## config.mk

```make
export PLATFORM = sky130hd
export DESIGN_NAME = insn_cycle_ctrl
export DESIGN_NICKNAME = d
export VERILOG_FILES = /design/src/rtl/icc_pkg.sv /design/src/rtl/icc_decode.sv /design/src/rtl/icc_sequencer.sv /design/src/rtl/icc_datapath.sv /design/src/rtl/insn_cycle_ctrl.sv
export SDC_FILE = /design/constraint.sdc
export NUM_CORES = 1
export LEC_CHECK = 0
export ABC_AREA = 1
export BUFFER_PORTS_ARGS = -buffer_cell sky130_fd_sc_hd__buf_2
export CELL_PAD_IN_SITES_DETAIL_PLACEMENT = 0
export CELL_PAD_IN_SITES_GLOBAL_PLACEMENT = 2
export CORE_MARGIN = 2
export CORE_UTILIZATION = 30
export CTS_CLUSTER_DIAMETER = 60
export CTS_CLUSTER_SIZE = 14
export DETAILED_ROUTE_END_ITERATION = 7
export HOLD_SLACK_MARGIN = 0.1
export PLACE_DENSITY_LB_ADDON = 0.1
export SLEW_MARGIN = 20
export SYNTH_ARGS = -nofsm -noshare
export SYNTH_HDL_FRONTEND = slang
export SYNTH_SLANG_ARGS = --single-unit
```

## constraint.sdc

```tcl
create_clock -name clk -period 4 [get_ports clk]
set_input_delay 0.4 -clock clk [delete_from_list [all_inputs] [get_ports clk]]
set_output_delay 0.4 -clock clk [all_outputs]
set_load 0.05 [all_outputs]
```

## src/rtl/icc_pkg.sv

```systemverilog
package icc_pkg;

   typedef enum logic [1:0] {
      CC_FETCH = 2'b00,
      CC_INDIR = 2'b01,
      CC_EXEC  = 2'b10,
      CC_INTR  = 2'b11
   } cyc_code_e;

   localparam int unsigned STEPS_MAX = 5;
   localparam int unsigned STEP_W    = $clog2(STEPS_MAX);

   typedef struct packed {
      logic mar_from_pc;
      logic mar_from_ira;
      logic mar_from_save;
      logic mbr_from_mem;
      logic mbr_from_pc;
      logic pc_inc;
      logic pc_from_ira;
      logic pc_from_isr;
      logic ir_from_mbr;
      logic ira_from_mbr;
      logic y_from_mbr;
      logic z_from_sum;
      logic ac_from_z;
      logic mem_rd;
      logic mem_wr;
      logic ie_clr;
      logic last;
   } ctl_t;

endpackage

```

## src/rtl/icc_decode.sv

```systemverilog
module icc_decode
   import icc_pkg::*;
#(
   parameter int unsigned OPC_W   = 3,
   parameter int unsigned OPC_ADD = 1,
   parameter int unsigned OPC_BSA = 5
) (
   input  cyc_code_e         code,
   input  logic [STEP_W-1:0] step,
   input  logic [OPC_W-1:0]  opc,
   output ctl_t              ctl
);

   localparam logic [OPC_W-1:0] ADD_CODE = OPC_W'(OPC_ADD);
   localparam logic [OPC_W-1:0] BSA_CODE = OPC_W'(OPC_BSA);

   always_comb begin
      ctl = '0;
      unique case (code)
         CC_FETCH: begin
            case (step)
               3'd0:    ctl.mar_from_pc = 1'b1;
               3'd1: begin
                  ctl.mem_rd       = 1'b1;
                  ctl.mbr_from_mem = 1'b1;
                  ctl.pc_inc       = 1'b1;
               end
               3'd2: begin
                  ctl.ir_from_mbr = 1'b1;
                  ctl.last        = 1'b1;
               end
               default: ctl.last = 1'b1;
            endcase
         end
         CC_INDIR: begin
            case (step)
               3'd0:    ctl.mar_from_ira = 1'b1;
               3'd1: begin
                  ctl.mem_rd       = 1'b1;
                  ctl.mbr_from_mem = 1'b1;
               end
               3'd2: begin
                  ctl.ira_from_mbr = 1'b1;
                  ctl.last         = 1'b1;
               end
               default: ctl.last = 1'b1;
            endcase
         end
         CC_EXEC: begin
            if (opc == ADD_CODE) begin
               case (step)
                  3'd0:    ctl.mar_from_ira = 1'b1;
                  3'd1: begin
                     ctl.mem_rd       = 1'b1;
                     ctl.mbr_from_mem = 1'b1;
                  end
                  3'd2:    ctl.y_from_mbr = 1'b1;
                  3'd3:    ctl.z_from_sum = 1'b1;
                  3'd4: begin
                     ctl.ac_from_z = 1'b1;
                     ctl.last      = 1'b1;
                  end
                  default: ctl.last = 1'b1;
               endcase
            end else if (opc == BSA_CODE) begin
               case (step)
                  3'd0: begin
                     ctl.mar_from_ira = 1'b1;
                     ctl.mbr_from_pc  = 1'b1;
                  end
                  3'd1: begin
                     ctl.pc_from_ira = 1'b1;
                     ctl.mem_wr      = 1'b1;
                  end
                  3'd2: begin
                     ctl.pc_inc = 1'b1;
                     ctl.last   = 1'b1;
                  end
                  default: ctl.last = 1'b1;
               endcase
            end else begin
               ctl.last = 1'b1;
            end
         end
         CC_INTR: begin
            case (step)
               3'd0:    ctl.mbr_from_pc = 1'b1;
               3'd1: begin
                  ctl.mar_from_save = 1'b1;
                  ctl.pc_from_isr   = 1'b1;
               end
               3'd2: begin
                  ctl.mem_wr = 1'b1;
                  ctl.ie_clr = 1'b1;
                  ctl.last   = 1'b1;
               end
               default: ctl.last = 1'b1;
            endcase
         end
         default: ctl.last = 1'b1;
      endcase
   end

endmodule

```

## src/rtl/icc_sequencer.sv

```systemverilog
module icc_sequencer
   import icc_pkg::*;
#(
   parameter bit ONEHOT_STEP = 1'b0
) (
   input  logic              clk,
   input  logic              rst,
   input  logic              last,
   input  logic              ind_bit,
   input  logic              irq_pend,
   output cyc_code_e         code,
   output logic [STEP_W-1:0] step
);

   cyc_code_e code_q;
   cyc_code_e code_nx;

   always_comb begin
      code_nx = code_q;
      if (last) begin
         unique case (code_q)
            CC_FETCH: code_nx = ind_bit  ? CC_INDIR : CC_EXEC;
            CC_INDIR: code_nx = CC_EXEC;
            CC_EXEC:  code_nx = irq_pend ? CC_INTR  : CC_FETCH;
            CC_INTR:  code_nx = CC_FETCH;
            default:  code_nx = CC_FETCH;
         endcase
      end
   end

   always_ff @(posedge clk) begin
      if (rst) code_q <= CC_FETCH;
      else     code_q <= code_nx;
   end

   assign code = code_q;

   generate
      if (ONEHOT_STEP) begin : g_onehot
         logic [STEPS_MAX-1:0] oh_q;
         always_ff @(posedge clk) begin
            if (rst || last) oh_q <= STEPS_MAX'(1);
            else             oh_q <= {oh_q[STEPS_MAX-2:0], 1'b0};
         end
         always_comb begin
            step = '0;
            for (int k = 0; k < STEPS_MAX; k++) begin
               if (oh_q[k]) step = step | STEP_W'(k);
            end
         end
      end else begin : g_binary
         logic [STEP_W-1:0] cnt_q;
         always_ff @(posedge clk) begin
            if (rst || last) cnt_q <= '0;
            else             cnt_q <= cnt_q + 1'b1;
         end
         assign step = cnt_q;
      end
   endgenerate

endmodule

```

## src/rtl/icc_datapath.sv

```systemverilog
module icc_datapath
   import icc_pkg::*;
#(
   parameter int unsigned DATA_W      = 12,
   parameter int unsigned ADDR_W      = 8,
   parameter int unsigned SAVE_ADDR   = 'hF0,
   parameter int unsigned ISR_ADDR    = 'hE0,
   parameter bit          IE_AT_RESET = 1'b1
) (
   input  logic              clk,
   input  logic              rst,
   input  ctl_t              ctl,
   input  logic [DATA_W-1:0] mem_rdata,
   output logic [ADDR_W-1:0] mar,
   output logic [DATA_W-1:0] mbr,
   output logic [ADDR_W-1:0] pc,
   output logic [DATA_W-1:0] ir,
   output logic [DATA_W-1:0] ac,
   output logic              ie
);

   localparam int unsigned     PAD_W  = DATA_W - ADDR_W;
   localparam logic [ADDR_W-1:0] SAVE_A = ADDR_W'(SAVE_ADDR);
   localparam logic [ADDR_W-1:0] ISR_A  = ADDR_W'(ISR_ADDR);

   logic [DATA_W-1:0] y_q;
   logic [DATA_W-1:0] z_q;
   logic [ADDR_W-1:0] ira;

   assign ira = ir[ADDR_W-1:0];

   always_ff @(posedge clk) begin
      if (rst) begin
         mar <= '0;
         mbr <= '0;
         pc  <= '0;
         ir  <= '0;
         ac  <= '0;
         y_q <= '0;
         z_q <= '0;
         ie  <= IE_AT_RESET;
      end else begin
         if (ctl.mar_from_pc)        mar <= pc;
         else if (ctl.mar_from_ira)  mar <= ira;
         else if (ctl.mar_from_save) mar <= SAVE_A;

         if (ctl.mbr_from_mem)      mbr <= mem_rdata;
         else if (ctl.mbr_from_pc)  mbr <= {{PAD_W{1'b0}}, pc};

         if (ctl.pc_inc)            pc <= pc + 1'b1;
         else if (ctl.pc_from_ira)  pc <= ira;
         else if (ctl.pc_from_isr)  pc <= ISR_A;

         if (ctl.ir_from_mbr)       ir <= mbr;
         else if (ctl.ira_from_mbr) ir[ADDR_W-1:0] <= mbr[ADDR_W-1:0];

         if (ctl.y_from_mbr) y_q <= mbr;
         if (ctl.z_from_sum) z_q <= ac + y_q;
         if (ctl.ac_from_z)  ac  <= z_q;
         if (ctl.ie_clr)     ie  <= 1'b0;
      end
   end

endmodule

```

## src/rtl/insn_cycle_ctrl.sv

```systemverilog
module insn_cycle_ctrl
   import icc_pkg::*;
#(
   parameter int unsigned DATA_W      = 12,
   parameter int unsigned ADDR_W      = 8,
   parameter int unsigned OPC_W       = 3,
   parameter int unsigned OPC_ADD     = 1,
   parameter int unsigned OPC_BSA     = 5,
   parameter int unsigned SAVE_ADDR   = 'hF0,
   parameter int unsigned ISR_ADDR    = 'hE0,
   parameter bit          IE_AT_RESET = 1'b1,
   parameter bit          ONEHOT_STEP = 1'b0
) (
   input  logic              clk,
   input  logic              rst,
   input  logic              irq_req,
   input  logic [DATA_W-1:0] mem_rdata,
   output logic [ADDR_W-1:0] mem_addr,
   output logic [DATA_W-1:0] mem_wdata,
   output logic              mem_rd,
   output logic              mem_wr,
   output logic [ADDR_W-1:0] pc,
   output logic [DATA_W-1:0] ac,
   output logic [DATA_W-1:0] ir,
   output logic [1:0]        cyc_code,
   output logic [2:0]        step
);

   localparam int unsigned IND_BIT = DATA_W - 1;
   localparam int unsigned OPC_LSB = ADDR_W;

   initial begin
      assert (DATA_W >= ADDR_W + OPC_W + 1)
         else $error("word too narrow for flag, opcode and address");
      assert (ADDR_W >= 2 && OPC_W >= 2) else $error("field widths too small");
      assert (SAVE_ADDR < (1 << ADDR_W) && ISR_ADDR < (1 << ADDR_W))
         else $error("save or handler address out of range");
      assert (OPC_ADD != OPC_BSA && OPC_ADD < (1 << OPC_W) && OPC_BSA < (1 << OPC_W))
         else $error("opcode assignment invalid");
      assert (STEP_W <= 3) else $error("step port too narrow");
   end

   ctl_t              ctl;
   cyc_code_e         code;
   logic [STEP_W-1:0] step_w;
   logic [ADDR_W-1:0] mar;
   logic [DATA_W-1:0] mbr;
   logic              ie_w;

   icc_sequencer #(.ONEHOT_STEP(ONEHOT_STEP)) u_seq (
      .clk      (clk),
      .rst      (rst),
      .last     (ctl.last),
      .ind_bit  (mbr[IND_BIT]),
      .irq_pend (irq_req & ie_w),
      .code     (code),
      .step     (step_w)
   );

   icc_decode #(.OPC_W(OPC_W), .OPC_ADD(OPC_ADD), .OPC_BSA(OPC_BSA)) u_dec (
      .code (code),
      .step (step_w),
      .opc  (ir[OPC_LSB +: OPC_W]),
      .ctl  (ctl)
   );

   icc_datapath #(
      .DATA_W      (DATA_W),
      .ADDR_W      (ADDR_W),
      .SAVE_ADDR   (SAVE_ADDR),
      .ISR_ADDR    (ISR_ADDR),
      .IE_AT_RESET (IE_AT_RESET)
   ) u_dp (
      .clk       (clk),
      .rst       (rst),
      .ctl       (ctl),
      .mem_rdata (mem_rdata),
      .mar       (mar),
      .mbr       (mbr),
      .pc        (pc),
      .ir        (ir),
      .ac        (ac),
      .ie        (ie_w)
   );

   assign mem_addr  = mar;
   assign mem_wdata = mbr;
   assign mem_rd    = ctl.mem_rd & ~rst;
   assign mem_wr    = ctl.mem_wr & ~rst;
   assign cyc_code  = code;
   assign step      = 3'(step_w);

endmodule

```

==> summary.txt <==
status - completed
crit share post-route - 0.607
die area - 0.0154 sq mm
EDFF count, synth - 0
fraction of layout cells with a size suffix above 1 - 0.167
Placed Instances - 869
DR vias - 4,131
Post-Layout Cell Count - 885
ys flop type - dfxtp_1
root buffer cell - clkbuf_16
wire length per cell - 14.5 um
Synth Warn # - 0
min Tclk post-route - 2.43 ns
Post-CTS Setup Bufs - 0
core footprint - 0.0140 sq mm
# diodes - 0
clock slew at reported path FFs - 0.06 ns
CTS resizes - 0
fmax - 0.412 GHz
final core occ - 0.370
logic gate share of total power - 0.422
DRT iter0 DRCs - 178
Hold-fix buffers, CTS - 0
peak supply drop - 0.320 mV
Startpoint Class - register
Syn Inst Count - 632
flops & latches, synth - 82
CTS tree - yes
Placement Cell Area - 0.00484 sq mm
clk_skew - 0.00562 ns
setup violators final - 0
CP bufs+invs - 4
power per cell area - 700 mW/mm^2
Post-synth ARST share - 0
Syn Std Cell Area - 0.00433 sq mm
DRC - 0
die width - 124 um
Clock Sinks - 82
Die Y - 124 um
CP top delay family - buffers and inverters
relative slew slack - 0.518
peak fanout along the critical path - 10
DP Worst Slack - 1.61 ns
Seq pwr share - 0.323
setup TNS - 0 ns
antenna viol nets, final - 0
IO Port Bufs - 73
worst path cell trace - inv_1, ha_1, inv_2, nor2_4, nand2_4, nand2_4, nand3_1, inv_1, buf_2
Syn Area/Cell - 6.85 sq um
Seq/Total Area, Yosys - 0.379
deepest clock path buffer count - 2
CP Capture Type - output port
Internal Power - 1.92 mW
Least-Margin Pin Slew - 0.720 ns
standard-cell rows - 43
via-per-instance ratio - 4.67
Slew Viols, Final - 0
largest net degree at the start of global routing - 70
first-pass GRT wire length - 21,000 um
crit path kind - reg2out
Tot Pwr - 3.62 mW
Cell variety after synth - 29
CP required - 3.60 ns
Final Cell Area - 0.00518 sq mm
initial antenna violation count - 0
Max Cap Viol - 0
Top Ports - 74
Clk pwr share - 0.255
slowest cell on the critical path - dfxtp_1
nets@finish - 739
H-tree levels - 3
Final Hold Fails - 0
Net Switching - 1.70 mW
vias in the first global route - 4,074
Tightest Hold Check Type - in2reg
Critical Path AT - 2.03 ns
Mapped Nets - 671
GRT overflow - 0
Sw Ratio - 0.470
WL final - 12,800 um
Num CTS Buffers - 9
Starting Density - 0.309
Layout area overhead - 19.6%
GR Util All Layers - 0.179
RSZ-0062 raised after global routing - no
clk_lat worst skew - 0.35 ns
post-route setup slack - 1.57 ns
dpl hpwl - 9770 um
static leakage - 2.59 nW
tightest hold margin - 0.259 ns
slowest cell delay on critical path - 0.34 ns
gpl congestion - 0.781
1st-pass router iterations - 4
-- Yosys cell counts (3+ instances only) --
cell type	count	area share
nand2_1	126	0.11
nor2_2	3	0.0043
a211oi_1	4	0.0069
nand2_4	3	0.0078
nand2_2	6	0.0087
o21ai_1	6	0.0069
nor2_4	3	0.0078
buf_2	5	0.0058
nor2_1	83	0.072
nand4_1	7	0.010
nand3_1	66	0.076
ha_1	23	0.067
o21ai_0	56	0.065
inv_1	80	0.069
dfxtp_1	82	0.38
inv_2	11	0.0095
clkbuf_1	9	0.0078
xor2_1	4	0.0081
a21oi_1	41	0.047
-- cell families (layout without fill, tap and decap cells) --
kind of cell | Yosys count | after routing | synth area share
xor gates and xnor gates | 6 | 6 | 0.0121
and+or+nand+nor | 302 | 302 | 0.305
adders and majority gates | 24 | 24 | 0.0711
AOI/OAI and AO/OA | 110 | 110 | 0.134
DFF | 82 | 82 | 0.379
buffers and inverters | 108 | 181 | 0.0986
-- flip-flops by register name (all words and copies together), names as in the netlist --
signal,count
u_dp.mbr,12
u_dp.mar,8
u_dp.z_q,12
u_dp.y_q,12
u_dp.ie,1
u_seq.step,3
u_dp.ac,12
u_dp.pc,8
u_seq.code,2
u_dp.ir,12
-- cell type report --
class	instances	area (sq um)
clock inverter	4	73.8
clock buffer	12	256
tap	180	225
fill	1563	8810
multi-input combinational	442	2260
inverter	91	342
timing repair buffer	74	373
sequential	82	1640
-- tightest hold or removal path: stages --
cell     delay, ns
buf_2         0.08
nand2_1       0.04
o21ai_0       0.05
-- final timing paths --
check	cells past startpoint	slack, ns	from	endpoint
max	9	1.57	u_seq.code[0]	mem_rd
min	3	0.26	mem_rdata[9]	u_dp.mbr[9]
max reg2reg	10	1.82	u_seq.code[0]	u_dp.z_q[8]
min reg2reg	2	0.45	u_dp.z_q[5]	u_dp.ac[5]
-- power groups by stage --
stage	combinational [mW]	sequential, mW	clock (mW)
2_1_floorplan	0.685	1.64	0
3_3_place_gp	1.54	1.19	0
3_5_place_dp	1.54	1.19	0
4_1_cts	1.55	1.17	0.950
5_1_grt	1.69	1.20	0.985
6_report	1.53	1.17	0.923
-- layout by cell type (no fill, tap or decap), drive strengths merged, types with 3 or more instances in the layout --
cell      n
nand2   135
a21oi    41
inv      90
nor2     89
nand3    66
xor2      4
clkbuf   12
buf      74
a211oi    4
clkinv    3
dfxtp    82
nand4     7
o21ai    62
ha       23
-- routing by layer --
metal	GRT usage	wire [um]
met2	0.299	6090
met1	0.232	6150
met4	0.0611	196
met3	0.0307	399
met5	0	0
(Power assumes the default switching activity.)
